### config.mk
export PLATFORM = sky130hd
export DESIGN_NAME = run_state_ctrl
export DESIGN_NICKNAME = d
export VERILOG_FILES = /design/src/rtl/run_state_pkg.sv /design/src/rtl/rs_settle_timer.sv /design/src/rtl/rs_state_fsm.sv /design/src/rtl/run_state_ctrl.sv
export SDC_FILE = /design/constraint.sdc
export NUM_CORES = 1
export LEC_CHECK = 0
export BUFFER_PORTS_ARGS = -buffer_cell sky130_fd_sc_hd__buf_2
export CAP_MARGIN = 0
export CORE_ASPECT_RATIO = 2
export CORE_UTILIZATION = 25
export CTS_BUF_LIST = sky130_fd_sc_hd__clkbuf_8
export CTS_CLUSTER_DIAMETER = 60
export DETAILED_ROUTE_END_ITERATION = 8
export MAX_ROUTING_LAYER = met4
export PLACE_DENSITY = 0.53
export SYNTH_ARGS = -nofsm -noshare
export SYNTH_HDL_FRONTEND = slang
export SYNTH_SLANG_ARGS = --single-unit
### constraint.sdc
create_clock -name clk_i -period 3.4 [get_ports clk_i]
set_input_delay 0.34 -clock clk_i [delete_from_list [all_inputs] [get_ports clk_i]]
set_output_delay 0.34 -clock clk_i [all_outputs]
set_load 0.01 [all_outputs]
### src/rtl/run_state_pkg.sv
package run_state_pkg;
  typedef enum logic [1:0] {
    RS_RESET = 2'd0,
    RS_RUN   = 2'd1,
    RS_CLEAR = 2'd2,
    RS_PAUSE = 2'd3
  } rs_code_e;
endpackage

### src/rtl/rs_settle_timer.sv
module rs_settle_timer #(
  parameter int unsigned SETTLE_CYC = 4
) (
  input  logic clk_i,
  input  logic rst_ni,
  input  logic start_i,
  output logic valid_o
);
  localparam int unsigned CNT_W = (SETTLE_CYC > 1) ? $clog2(SETTLE_CYC) : 1;
  localparam int unsigned RUN_W = $clog2(SETTLE_CYC + 2);

  logic [CNT_W-1:0] cnt_q;
  logic             valid_q;

  always_ff @(posedge clk_i or negedge rst_ni) begin
    if (!rst_ni) begin
      valid_q <= 1'b1;
      cnt_q   <= '0;
    end else if (start_i) begin
      valid_q <= 1'b0;
      cnt_q   <= CNT_W'(SETTLE_CYC - 1);
    end else if (!valid_q) begin
      if (cnt_q == '0) valid_q <= 1'b1;
      else             cnt_q   <= cnt_q - 1'b1;
    end
  end

  assign valid_o = valid_q;

  // low-window length tracker for the checks below
  logic [RUN_W-1:0] low_run_q;
  always_ff @(posedge clk_i or negedge rst_ni) begin
    if (!rst_ni)                             low_run_q <= '0;
    else if (start_i || valid_q)             low_run_q <= '0;
    else if (low_run_q != RUN_W'(SETTLE_CYC + 1)) low_run_q <= low_run_q + 1'b1;
  end

  AST_SETTLE_DROPS: assert property (@(posedge clk_i) disable iff (!rst_ni)
    start_i |=> !valid_o);
  AST_SETTLE_BOUND: assert property (@(posedge clk_i) disable iff (!rst_ni)
    !valid_o |-> (low_run_q < RUN_W'(SETTLE_CYC)));
endmodule

### src/rtl/rs_state_fsm.sv
module rs_state_fsm
  import run_state_pkg::*;
#(
  parameter int unsigned REG_W = 8
) (
  input  logic             clk_i,
  input  logic             rst_ni,
  input  logic             wr_i,
  input  logic [1:0]       code_i,
  input  logic [REG_W-4:0] field_i,
  input  logic             swrst_i,
  input  logic             valid_i,
  output rs_code_e         state_o,
  output logic [REG_W-4:0] field_o,
  output logic             start_o,
  output logic             clr_o
);
  rs_code_e         state_q, code, nxt;
  logic [REG_W-4:0] field_q;
  logic             armed_q, clr_q;
  logic             acc, arm_only, drop;

  always_comb begin
    code     = rs_code_e'(code_i);
    acc      = wr_i && valid_i && !swrst_i;
    drop     = acc && (state_q == RS_PAUSE) && (code == RS_RESET);
    arm_only = acc && (state_q == RS_PAUSE) && (code == RS_CLEAR) && !armed_q;
    nxt      = (code == RS_CLEAR) ? RS_RESET : code;
    start_o  = swrst_i || (acc && !arm_only && !drop);
  end

  always_ff @(posedge clk_i or negedge rst_ni) begin
    if (!rst_ni) begin
      state_q <= RS_RESET;
      field_q <= '0;
      armed_q <= 1'b0;
      clr_q   <= 1'b0;
    end else begin
      clr_q <= 1'b0;
      if (swrst_i) begin
        state_q <= RS_RESET;
        armed_q <= 1'b0;
        clr_q   <= 1'b1;
      end else if (drop) begin
        armed_q <= 1'b0;
      end else if (acc) begin
        field_q <= field_i;
        if (arm_only) begin
          armed_q <= 1'b1;
        end else begin
          armed_q <= 1'b0;
          state_q <= nxt;
          clr_q   <= (nxt == RS_RESET);
        end
      end
    end
  end

  assign state_o = state_q;
  assign field_o = field_q;
  assign clr_o   = clr_q;

  AST_NO_CLEAR_STATE: assert property (@(posedge clk_i) disable iff (!rst_ni)
    state_q != RS_CLEAR);
  AST_BUSY_IGNORED: assert property (@(posedge clk_i) disable iff (!rst_ni)
    (!valid_i && !swrst_i) |=> ($stable(state_q) && $stable(field_q)));
  AST_PAUSE_HELD: assert property (@(posedge clk_i) disable iff (!rst_ni)
    (acc && state_q == RS_PAUSE && !armed_q && (code == RS_CLEAR || code == RS_RESET))
      |=> state_q == RS_PAUSE);
  AST_SWRST_RESET: assert property (@(posedge clk_i) disable iff (!rst_ni)
    swrst_i |=> state_q == RS_RESET);
  AST_CLR_IN_RESET: assert property (@(posedge clk_i) disable iff (!rst_ni)
    clr_q |-> state_q == RS_RESET);
endmodule

### src/rtl/run_state_ctrl.sv
module run_state_ctrl
  import run_state_pkg::*;
#(
  parameter int unsigned REG_W      = 8,
  parameter int unsigned SETTLE_CYC = 4
) (
  input  logic             clk_i,
  input  logic             rst_ni,
  input  logic             state_wr_i,
  input  logic             swrst_wr_i,
  input  logic [REG_W-1:0] wdata_i,
  output logic [REG_W-1:0] state_rd_o,
  output logic [1:0]       run_state_o,
  output logic             valid_o,
  output logic             datapath_en_o,
  output logic             fifo_clr_o
);
  localparam int unsigned FIELD_W = REG_W - 3;

  rs_code_e           state;
  logic [FIELD_W-1:0] field;
  logic               settle_start, settled, swrst;
  logic               unused_flag_bit;

  assign swrst           = swrst_wr_i && wdata_i[0];
  assign unused_flag_bit = wdata_i[2];

  rs_state_fsm #(.REG_W(REG_W)) i_fsm (
    .clk_i   (clk_i),
    .rst_ni  (rst_ni),
    .wr_i    (state_wr_i),
    .code_i  (wdata_i[1:0]),
    .field_i (wdata_i[REG_W-1:3]),
    .swrst_i (swrst),
    .valid_i (settled),
    .state_o (state),
    .field_o (field),
    .start_o (settle_start),
    .clr_o   (fifo_clr_o)
  );

  rs_settle_timer #(.SETTLE_CYC(SETTLE_CYC)) i_timer (
    .clk_i   (clk_i),
    .rst_ni  (rst_ni),
    .start_i (settle_start),
    .valid_o (settled)
  );

  assign run_state_o   = state;
  assign valid_o       = settled;
  assign datapath_en_o = (state == RS_RUN);
  assign state_rd_o    = {field, settled, state};

  AST_RUN_GATED: assert property (@(posedge clk_i) disable iff (!rst_ni)
    (state_wr_i && !swrst_wr_i && !valid_o && !datapath_en_o) |=> !datapath_en_o);
endmodule

==> impl_metrics.ini, run 1 <==
[outcome]
status = finished clean

[worst_setup_path]
worstSetupPathType = reg2reg
crit_slowest_cell = dfstp_2
cp.arrival_ns = 1.69
path_cells = nand2_2 -> nor3b_4 -> mux2_4
start_kind = flop
slowest_delay_ns = 0.60
crit_fanout = 8
ff2ff_path_depth = 3
cp.required_ns = 3.52
cp-end-kind = flop

[floorplanning]
die_x_um = 38.1
core_region_area_um2 = 2410
die_h_um = 74.3
start_util = 0.271
fp-row-count = 25
ios = 25
dieArea_um2 = 2830

[grt]
grt_overflow = 0
antenna_found_initial = 0
grt_pass1_vias = 497
grt_first_pass_wirelength_um = 2170
grt.total_usage = 0.114
grt_max_degree = 13

[min_path]
hold_class = in2reg
min_path_cells = 2

[job]
cap_violations = 0

[synthesis]
ys_seq_area_frac = 0.462
synth_area_um2 = 653
syn_avg_cell_area_um2 = 12.1
yosysTopAreaCellShare = 0.421
ys_top_cells_by_area = dfrtp_1, mux2_4, dfstp_2
ys_warn_count = 0
synth_seq_cells = 12
syn-num-nets = 67
ys_types = 29
postSynthCellCount = 54
yosys.area.top_type = dfrtp_1
async_flop_share = 1.00
ys.flop_type = dfrtp_1
synth_edf_count = 0

[power]
ir_worst_vdd_mv = 0.267
leakage_nw = 0.408
cellPowerDensity_nw_per_um2 = 782

[sta]
skew_ns = 0.00124
maxSlewViolCount = 0
finalSetupViolations = 0
fmax_mhz = 638
fin_tns_setup_ns = 0
finalCriticalPeriod_ns = 1.57
hold_viol = 0
worst_pin_slew_ns = 0.411
fin_crit_sh = 0.461
rsz0062_at_grt = false
slew_headroom = 0.723

[cts]
htreeDepth = 1
cts.sink_count = 12
clock_latency_ns = 0.24
clkTransAtPathRegs_ns = 0.05
cts_buffers = 3
holdBufCountCts = 1
clockRootBuffer = clkbuf_8
cts_setup_buffers = 0
cts_resized = 0
cts_buffer_depth = 2
cts_tree = done

[placement]
io_buffers = 23
post-place-cells = 100
post-dp-hpwl_um = 1060
place.gp.congestion = 0.702

[detailed_routing]
drc = 0
dr.pass1.iters = 4
drtIter0Drc = 7
vias = 507
postRouteAntennaNets = 0
wl_um = 1330
vias_per_cell = 4.83
routedWlPerCell_um = 12.7

[cells_and_area]
drive_gt1_frac = 0.474
antenna_cells = 0
fin_nets = 92
synthToLayoutAreaGrowth_pct = 27.6
fin_cells = 105
==> critical path, delay by kind of cell (launching register included) <==
family | cells | cell delay [ns]
muxes | 1 | 0.34
DFF | 1 | 0.60
and+or+nand+nor | 2 | 0.51
==> placed cells by master, fill, tap and decap left out, types with 2 or more instances in the layout <==
master / instances
buf_2: 23
clkbuf_8: 4
dfrtp_1: 11
inv_1: 4
mux2_4: 5
nand2_1: 2
nor2_1: 2
o211ai_1: 2
o21ai_0: 4
==> logic make-up (layout without fill, tap and decap cells) <==
| logic type | count (synthesis) | in the layout | share of synthesized area |
|---|---|---|---|
| xor+xnor | 1 | 1 | 0.0134 |
| buf+inv | 8 | 32 | 0.0747 |
| simple gates | 15 | 15 | 0.182 |
| mux | 5 | 5 | 0.115 |
| compound gates | 12 | 12 | 0.134 |
| fa+ha+maj | 1 | 1 | 0.0192 |
| flops | 12 | 12 | 0.462 |
==> cell usage after synthesis, types with 2 or more instances <==
master and number:
dfrtp_1 11, mux2_4 5, inv_1 4, o21ai_0 4, buf_4 3, nand2_1 2, nor2_1 2, o211ai_1 2
==> report_power, final <==
group	switching, mW	internal, mW
Combinational	0.113	0.141
Sequential	0.0431	0.203
Clock	0.0495	0.102
Total	0.206	0.446
==> worst paths after layout <==
| kind | startpoint | endpoint | slack [ns] |
|---|---|---|---|
| setup reg to reg | i_timer.valid_o$_DFF_PN1_ | i_fsm.field_o[4]$_DFFE_PN0P_ | 1.83 |
| hold reg to reg | i_fsm.field_o[2]$_DFFE_PN0P_ | i_fsm.field_o[2]$_DFFE_PN0P_ | 0.50 |
| setup / recovery | i_timer.valid_o$_DFF_PN1_ | i_fsm.field_o[4]$_DFFE_PN0P_ | 1.83 |
| max in group asynchronous | rst_ni | i_timer.valid_o$_DFF_PN1_ | 2.63 |
| min in group asynchronous | rst_ni | i_fsm.field_o[1]$_DFFE_PN0P_ | 0.51 |
| hold / removal | wdata_i[6] | i_fsm.field_o[3]$_DFFE_PN0P_ | 0.33 |
==> per-layer routing <==
layer	part of all wire	wire length, µm	track usage	vias to the layer above
li1	-	-	-	239
met1	0.39	518	0.118	251
met2	0.56	746	0.185	13
met3	0.025	34	0.00896	4
met4	0.025	34	0.0952	0
met5	0	0	-	-
==> area by class of cell <==
class	count	area, µm²
well taps	27	33.8
clock buffers	4	55.1
repair buffers	24	125
flip-flops and latches	12	302
inverters	4	15.0
multi-input cells	34	303
fillers	246	1580
==> state kept, by name, indices dropped and copies added, names as in the netlist <==
signal           flops
i_timer.valid_o      1
i_fsm.armed_q        1
i_fsm.clr_o          1
i_fsm.state_o        2
i_timer.cnt_q        2
i_fsm.field_o        5
==> through the flow <==
| stage | power (mW) | utilization | setup WS (ns) | hold slack [ns] | area, µm² |
|---|---|---|---|---|---|
| final | 0.652 | 0.346 | 1.83 | 0.334 | 833 |
| after global routing | 0.705 | 0.346 | 1.76 | 0.330 | 833 |
| after CTS | 0.665 | 0.346 | 1.81 | 0.331 | 833 |
| after detailed placement | 0.507 | 0.319 | 1.82 | 0.232 | 768 |
| after global placement | 0.501 | 0.319 | 1.85 | 0.231 | 768 |
| after floorplan | 0.430 | - | 1.92 | 0.0444 | 653 |
(Power assumes the default switching activity.)
==> run 2, diff against run 1 <==
Settings changed: ABC_AREA set to 1, CORE_ASPECT_RATIO 2 to not set, PLACE_DENSITY 0.53 to 0.55.
Clock period 3.4 ns to 1.3 ns, I/O delays scaled along.
==> run 2 against run 1 <==
Synthesized area decreased by 1.1%; setup slack got worse by 1.8 ns; worst hold slack got worse by 0.22 ns; fmax increased by 26%; critical endpoint is now i_fsm.state_o[1]$_DFFE_PN0P_.
==> impl_metrics.ini, run 2 <==
[worst_setup_path]
endpoint = i_fsm.state_o[1]$_DFFE_PN0P_
cp_num_buf_inv = 0
cp.depth = 6
timing.rr.end = i_fsm.state_o[1]$_DFFE_PN0P_
crit_slowest_cell = dfstp_2
ff2ff_path_depth = 6
cp.arrival_ns = 1.42
slowest_delay_ns = 0.56
start_kind = flop
path_cells = nand2_4 -> a21oi_4 -> o21ai_4 -> nand2_2 -> nand3_1 -> nand2_1
cpLargestDelayFamily = flip-flops
cp-end-kind = flop
r2r-start = i_timer.valid_o$_DFF_PN1_
setup.reg_to_reg.worst_slack_ns = 0.06
crit_fanout = 6
worstSetupPathType = reg2reg
cp.required_ns = 1.48
crit_start = i_timer.valid_o$_DFF_PN1_

[sta]
finalCriticalPeriod_ns = 1.24
fmax_mhz = 804
rsz0062_at_grt = true
worst_pin_slew_ns = 0.289
finalSetupViolations = 0
skew_ns = 0.000881
hold_viol = 0
whs_ns = 0.114
fin_tns_setup_ns = 0
fin_ws_ns = 0.0556
maxSlewViolCount = 0
slew_headroom = 0.807
fin_crit_sh = 0.957

[cells_and_area]
synthToLayoutAreaGrowth_pct = 33.3
layout_commonest_cell = buf_2
antenna_cells = 0
drive_gt1_frac = 0.439
layout_common_cells = buf_2, nand2_1, dfrtp_1, nand3_1
fill_cells = 263
finalCoreUtilization = 0.351
fin_cells = 128
largest_reg_flops = 5
fin_nets = 112

[power]
ir_worst_vdd_mv = 0.892
internal-power_mw = 1.07
combPwrFrac = 0.394
switchingPower_uw = 584
power_frac_clock = 0.243
cellPowerDensity_nw_per_um2 = 1920
switching_share = 0.353
leakage_nw = 0.487
p_seq_frac = 0.364

[cts]
htreeDepth = 1
clockRootBuffer = clkbuf_8
cts_buffers = 3
clkTransAtPathRegs_ns = 0.05
cts_buffer_depth = 2
clock_latency_ns = 0.24
cts_tree = done
cts.sink_count = 12

[placement]
dp_slack_ns = 0.00438
post-place-cells = 122
post-dp-hpwl_um = 982
place.gp.congestion = 0.804
io_buffers = 23

[detailed_routing]
vias = 521
wl_um = 1230
postRouteAntennaNets = 0
drtIter0Drc = 12
vias_per_cell = 4.07
dr.pass1.iters = 4
drc = 0
routedWlPerCell_um = 9.58

[synthesis]
synth_seq_cells = 12
yosysMostFrequentCell = nand2_1
ys.flop_type = dfrtp_1
ys_seq_area_frac = 0.467
ys_top_cells_by_count = nand2_1, dfrtp_1, nand3_1, inv_1, nor2_1
syn_avg_cell_area_um2 = 9.09
postSynthCellCount = 71
synth_area_um2 = 646
syn-num-nets = 84
ys_warn_count = 0
yosysTopAreaCellShare = 0.426
ys_top_cells_by_area = dfrtp_1, nand2_1, nand3_1
async_flop_share = 1.00
yosys.area.top_type = dfrtp_1
ys_types = 18
synth_edf_count = 0

[grt]
grt_overflow = 0
grt_max_degree = 13
grt.total_usage = 0.105
grt_first_pass_wirelength_um = 2010
grt_pass1_vias = 446
antenna_found_initial = 0

[floorplanning]
fp-row-count = 18
start_util = 0.263
ios = 25
die_h_um = 52.8
dieArea_um2 = 2790
core_region_area_um2 = 2450
die_x_um = 52.8

[outcome]
status = finished clean

[job]
cap_violations = 0

[min_path]
hold_class = in2reg
## run 2: cell types whose count changed in the layout (fill, tap and decap cells not counted), sizes merged, moves of 2 or more
cell / previous run / this run
nand3: 1 / 11
and2: 2 / 0
o211ai: 2 / 0
o21ai: 4 / 2
nor2: 2 / 6
a21oi: 0 / 2
inv: 4 / 8
mux2: 5 / 0
nand2: 3 / 24
buf: 23 / 25
## run 2: per-stage QoR
step,area [µm²],power [mW]
final,861,1.66
after global routing,861,1.80
after CTS,856,1.67
after detailed placement,783,1.24
after global placement,783,1.22
after floorplan,646,1.04
## run 2: how the worst min path moves through the flow
stage               startpoint                            to  cells past startpoint
floorplan               rst_ni     i_fsm.armed_q$_DFFE_PN0P_                      0
global placement        rst_ni  i_fsm.field_o[3]$_DFFE_PN0P_                      1
detailed placement      rst_ni  i_fsm.field_o[3]$_DFFE_PN0P_                      1
CTS                 wdata_i[5]  i_fsm.field_o[2]$_DFFE_PN0P_                      3
global route        wdata_i[6]  i_fsm.field_o[3]$_DFFE_PN0P_                      3
finish              wdata_i[5]  i_fsm.field_o[2]$_DFFE_PN0P_                      3
## run 2: layer usage
metal | global-route usage | part of all wire | vias up
met1 | 0.150 | 0.52 | 224
met4 | 0.0526 | 0.014 | 0
met3 | 0.0261 | 0.047 | 2
met2 | 0.133 | 0.42 | 16
met5 | - | 0 | -
li1 | - | - | 279
## run 2: repair_timing
| item | in CTS | in global routing |
|---|---|---|
| pin swaps | 1 | 0 |
| resized for setup | 0 | 2 |
| setup buffers | 1 | 0 |
| hold buffers | 1 | 0 |
| endpoints found under the setup margin | 4 | 6 |
| hold endpoints to repair | 11 | 0 |
## run 2: cell type report
type	count	area, µm²	area share
inverter	8	30.0	0.0349
multi-input combinational	48	297	0.344
sequential	12	302	0.350
timing repair buffer	26	140	0.163
clock buffer	4	55.1	0.0640
tap	30	37.5	0.0436
## run 2: power by group through the flow
stage / clock, mW / combinational, mW / sequential, mW
3_3_place_gp: 0 / 0.611 / 0.606
3_5_place_dp: 0 / 0.624 / 0.613
5_1_grt: 0.424 / 0.752 / 0.620
6_report: 0.402 / 0.651 / 0.602
4_1_cts: 0.409 / 0.660 / 0.598
2_1_floorplan: 0 / 0.381 / 0.657
## run 2: tightest hold or removal path: cells and delay by family
| family | cells | cell delay (ns) |
|---|---|---|
| and+or+nand+nor | 2 | 0.11 |
| buffers and inverters | 1 | 0.07 |
## run 2: kinds of logic (layout without fill, tap and decap cells)
| logic type | after synthesis | in the layout | synth area share |
|---|---|---|---|
| AND/OR/NAND/NOR | 42 | 42 | 0.347 |
| AO/OA/AOI/OAI | 4 | 4 | 0.0717 |
| XOR/XNOR | 1 | 1 | 0.0136 |
| flip-flops | 12 | 12 | 0.467 |
| buffers and inverters | 11 | 38 | 0.0814 |
| adder cells (fa/ha/maj) | 1 | 1 | 0.0194 |
==> run 3, diff against run 2 <==
Settings changed: CORE_MARGIN set to 8.
==> run 3 against run 2 <==
Routed wire length increased by 17%; critical endpoint is now i_fsm.state_o[0]$_DFFE_PN0P_; cell area increased by 2.0%; core utilization increased by 0.71 points; clock power about the same.
==> impl_metrics.ini, run 3 (synthesis gave the netlist of run 2 again) <==
[cells_and_area]
finalCoreUtilization = 0.358
synthToLayoutAreaGrowth_pct = 36.0
layout_common_cells = buf_2, nand2_1, dfrtp_1, nand3_1, inv_1
fin_cells = 130
largest_reg_flops = 5
layout_commonest_cell = buf_2
fill_cells = 260
antenna_cells = 0
fin_nets = 114
drive_gt1_frac = 0.450

[cts]
cts_tree = done
clock_latency_ns = 0.23
cts.sink_count = 12
cts_buffer_depth = 2
cts_buffers = 3
clockRootBuffer = clkbuf_8
clkTransAtPathRegs_ns = 0.05
htreeDepth = 1

[placement]
dp_slack_ns = 0.00824
io_buffers = 23
post-place-cells = 124
post-dp-hpwl_um = 1170
place.gp.congestion = 0.767

[worst_setup_path]
endpoint = i_fsm.state_o[0]$_DFFE_PN0P_
start_kind = flop
setup.reg_to_reg.worst_slack_ns = 0.05
cp.arrival_ns = 1.43
ff2ff_path_depth = 6
crit_start = i_timer.valid_o$_DFF_PN1_
timing.rr.end = i_fsm.state_o[0]$_DFFE_PN0P_
worstSetupPathType = reg2reg
crit_fanout = 6
cp.required_ns = 1.48
cp-end-kind = flop
r2r-start = i_timer.valid_o$_DFF_PN1_

[power]
ir_worst_vdd_mv = 1.00
leakage_nw = 0.500
cellPowerDensity_nw_per_um2 = 1930

[sta]
finalSetupViolations = 0
slew_headroom = 0.804
skew_ns = 0.00186
finalCriticalPeriod_ns = 1.25
maxSlewViolCount = 0
fin_tns_setup_ns = 0
fin_crit_sh = 0.963
fmax_mhz = 799
rsz0062_at_grt = true
worst_pin_slew_ns = 0.293
hold_viol = 0
fin_ws_ns = 0.0482

[detailed_routing]
vias_per_cell = 4.12
wl_um = 1440
drtIter0Drc = 2
postRouteAntennaNets = 0
vias = 536
routedWlPerCell_um = 11.0
dr.pass1.iters = 4
drc = 0

[grt]
antenna_found_initial = 0
grt_max_degree = 13
grt.total_usage = 0.0707
grt_first_pass_wirelength_um = 2370
grt_pass1_vias = 533
grt_overflow = 0

[outcome]
status = finished clean

[floorplanning]
start_util = 0.263
die_h_um = 66.8
core_region_area_um2 = 2450
ios = 25
fp-row-count = 18
die_x_um = 66.8
dieArea_um2 = 4460

[job]
cap_violations = 0

[min_path]
hold_class = in2reg
min_path_cells = 3
[run 3: cell count changes in the layout (fill, tap and decap cells not counted)]
cell	change
inv_1	+1
inv_2	-1
nand2_1	-1
nand2_2	+1
buf_4	+2
[run 3: cell type report]
type,instances,area (µm²),share of cell area
Sequential cell,12,302,0.343
Tap cell,30,37.5,0.0427
Multi-Input combinational cell,48,299,0.340
Timing Repair Buffer,28,155,0.177
Clock buffer,4,55.1,0.0627
Inverter,8,30.0,0.0342
[run 3: worst max-delay path: stages (launching register included)]
cell and delay, ns:
dfstp_2 0.55, nand2_4 0.07, a21oi_4 0.20, o21ai_4 0.12, nand2_2 0.11, nand3_1 0.07, nand2_1 0.07
[run 3: per-stage QoR]
stage	power, mW	hold WS (ns)	instance area (µm²)
2_1_floorplan	1.04	-0.166	646
3_3_place_gp	1.25	0.0167	798
3_5_place_dp	1.27	0.0309	798
4_1_cts	1.70	0.117	871
5_1_grt	1.83	0.123	878
6_report	1.70	0.115	878
[run 3: where the power goes]
| part | leakage (nW) | switching (mW) | total (mW) | internal [mW] |
|---|---|---|---|---|
| logic | 0.324 | 0.402 | 0.706 | 0.304 |
| registers | 0.147 | 0.0664 | 0.590 | 0.523 |
| clock network | 0.0288 | 0.134 | 0.401 | 0.267 |
[run 3: metal layers]
layer / up-vias / share of wire / wire length, µm / GRT usage
met5: - / 0 / 0 / -
met4: 0 / 0.013 / 18 / 0.0320
met3: 2 / 0.057 / 82 / 0.0168
met2: 13 / 0.45 / 649 / 0.108
met1: 240 / 0.48 / 686 / 0.0861
li1: 281 / - / - / -
[run 3: worst min path at each step]
stage	startpoint	to	slack, ns
after floorplan	rst_ni	i_fsm.armed_q$_DFFE_PN0P_	-0.17
after global placement	rst_ni	i_fsm.field_o[2]$_DFFE_PN0P_	0.02
after detailed placement	rst_ni	i_fsm.field_o[2]$_DFFE_PN0P_	0.03
after CTS	wdata_i[4]	i_fsm.field_o[1]$_DFFE_PN0P_	0.12
after global routing	wdata_i[6]	i_fsm.field_o[3]$_DFFE_PN0P_	0.12
final	wdata_i[4]	i_fsm.field_o[1]$_DFFE_PN0P_	0.11
[run 3: repair_timing]
| item | 4_1_cts | 5_1_grt |
|---|---|---|
| resized for setup | 0 | 2 |
| endpoints found under the hold margin | 11 | 0 |
| pin swaps | 0 | 1 |
| buffers inserted | 1 | 0 |
| hold buffers | 1 | 0 |
| setup endpoints to repair | 2 | 4 |
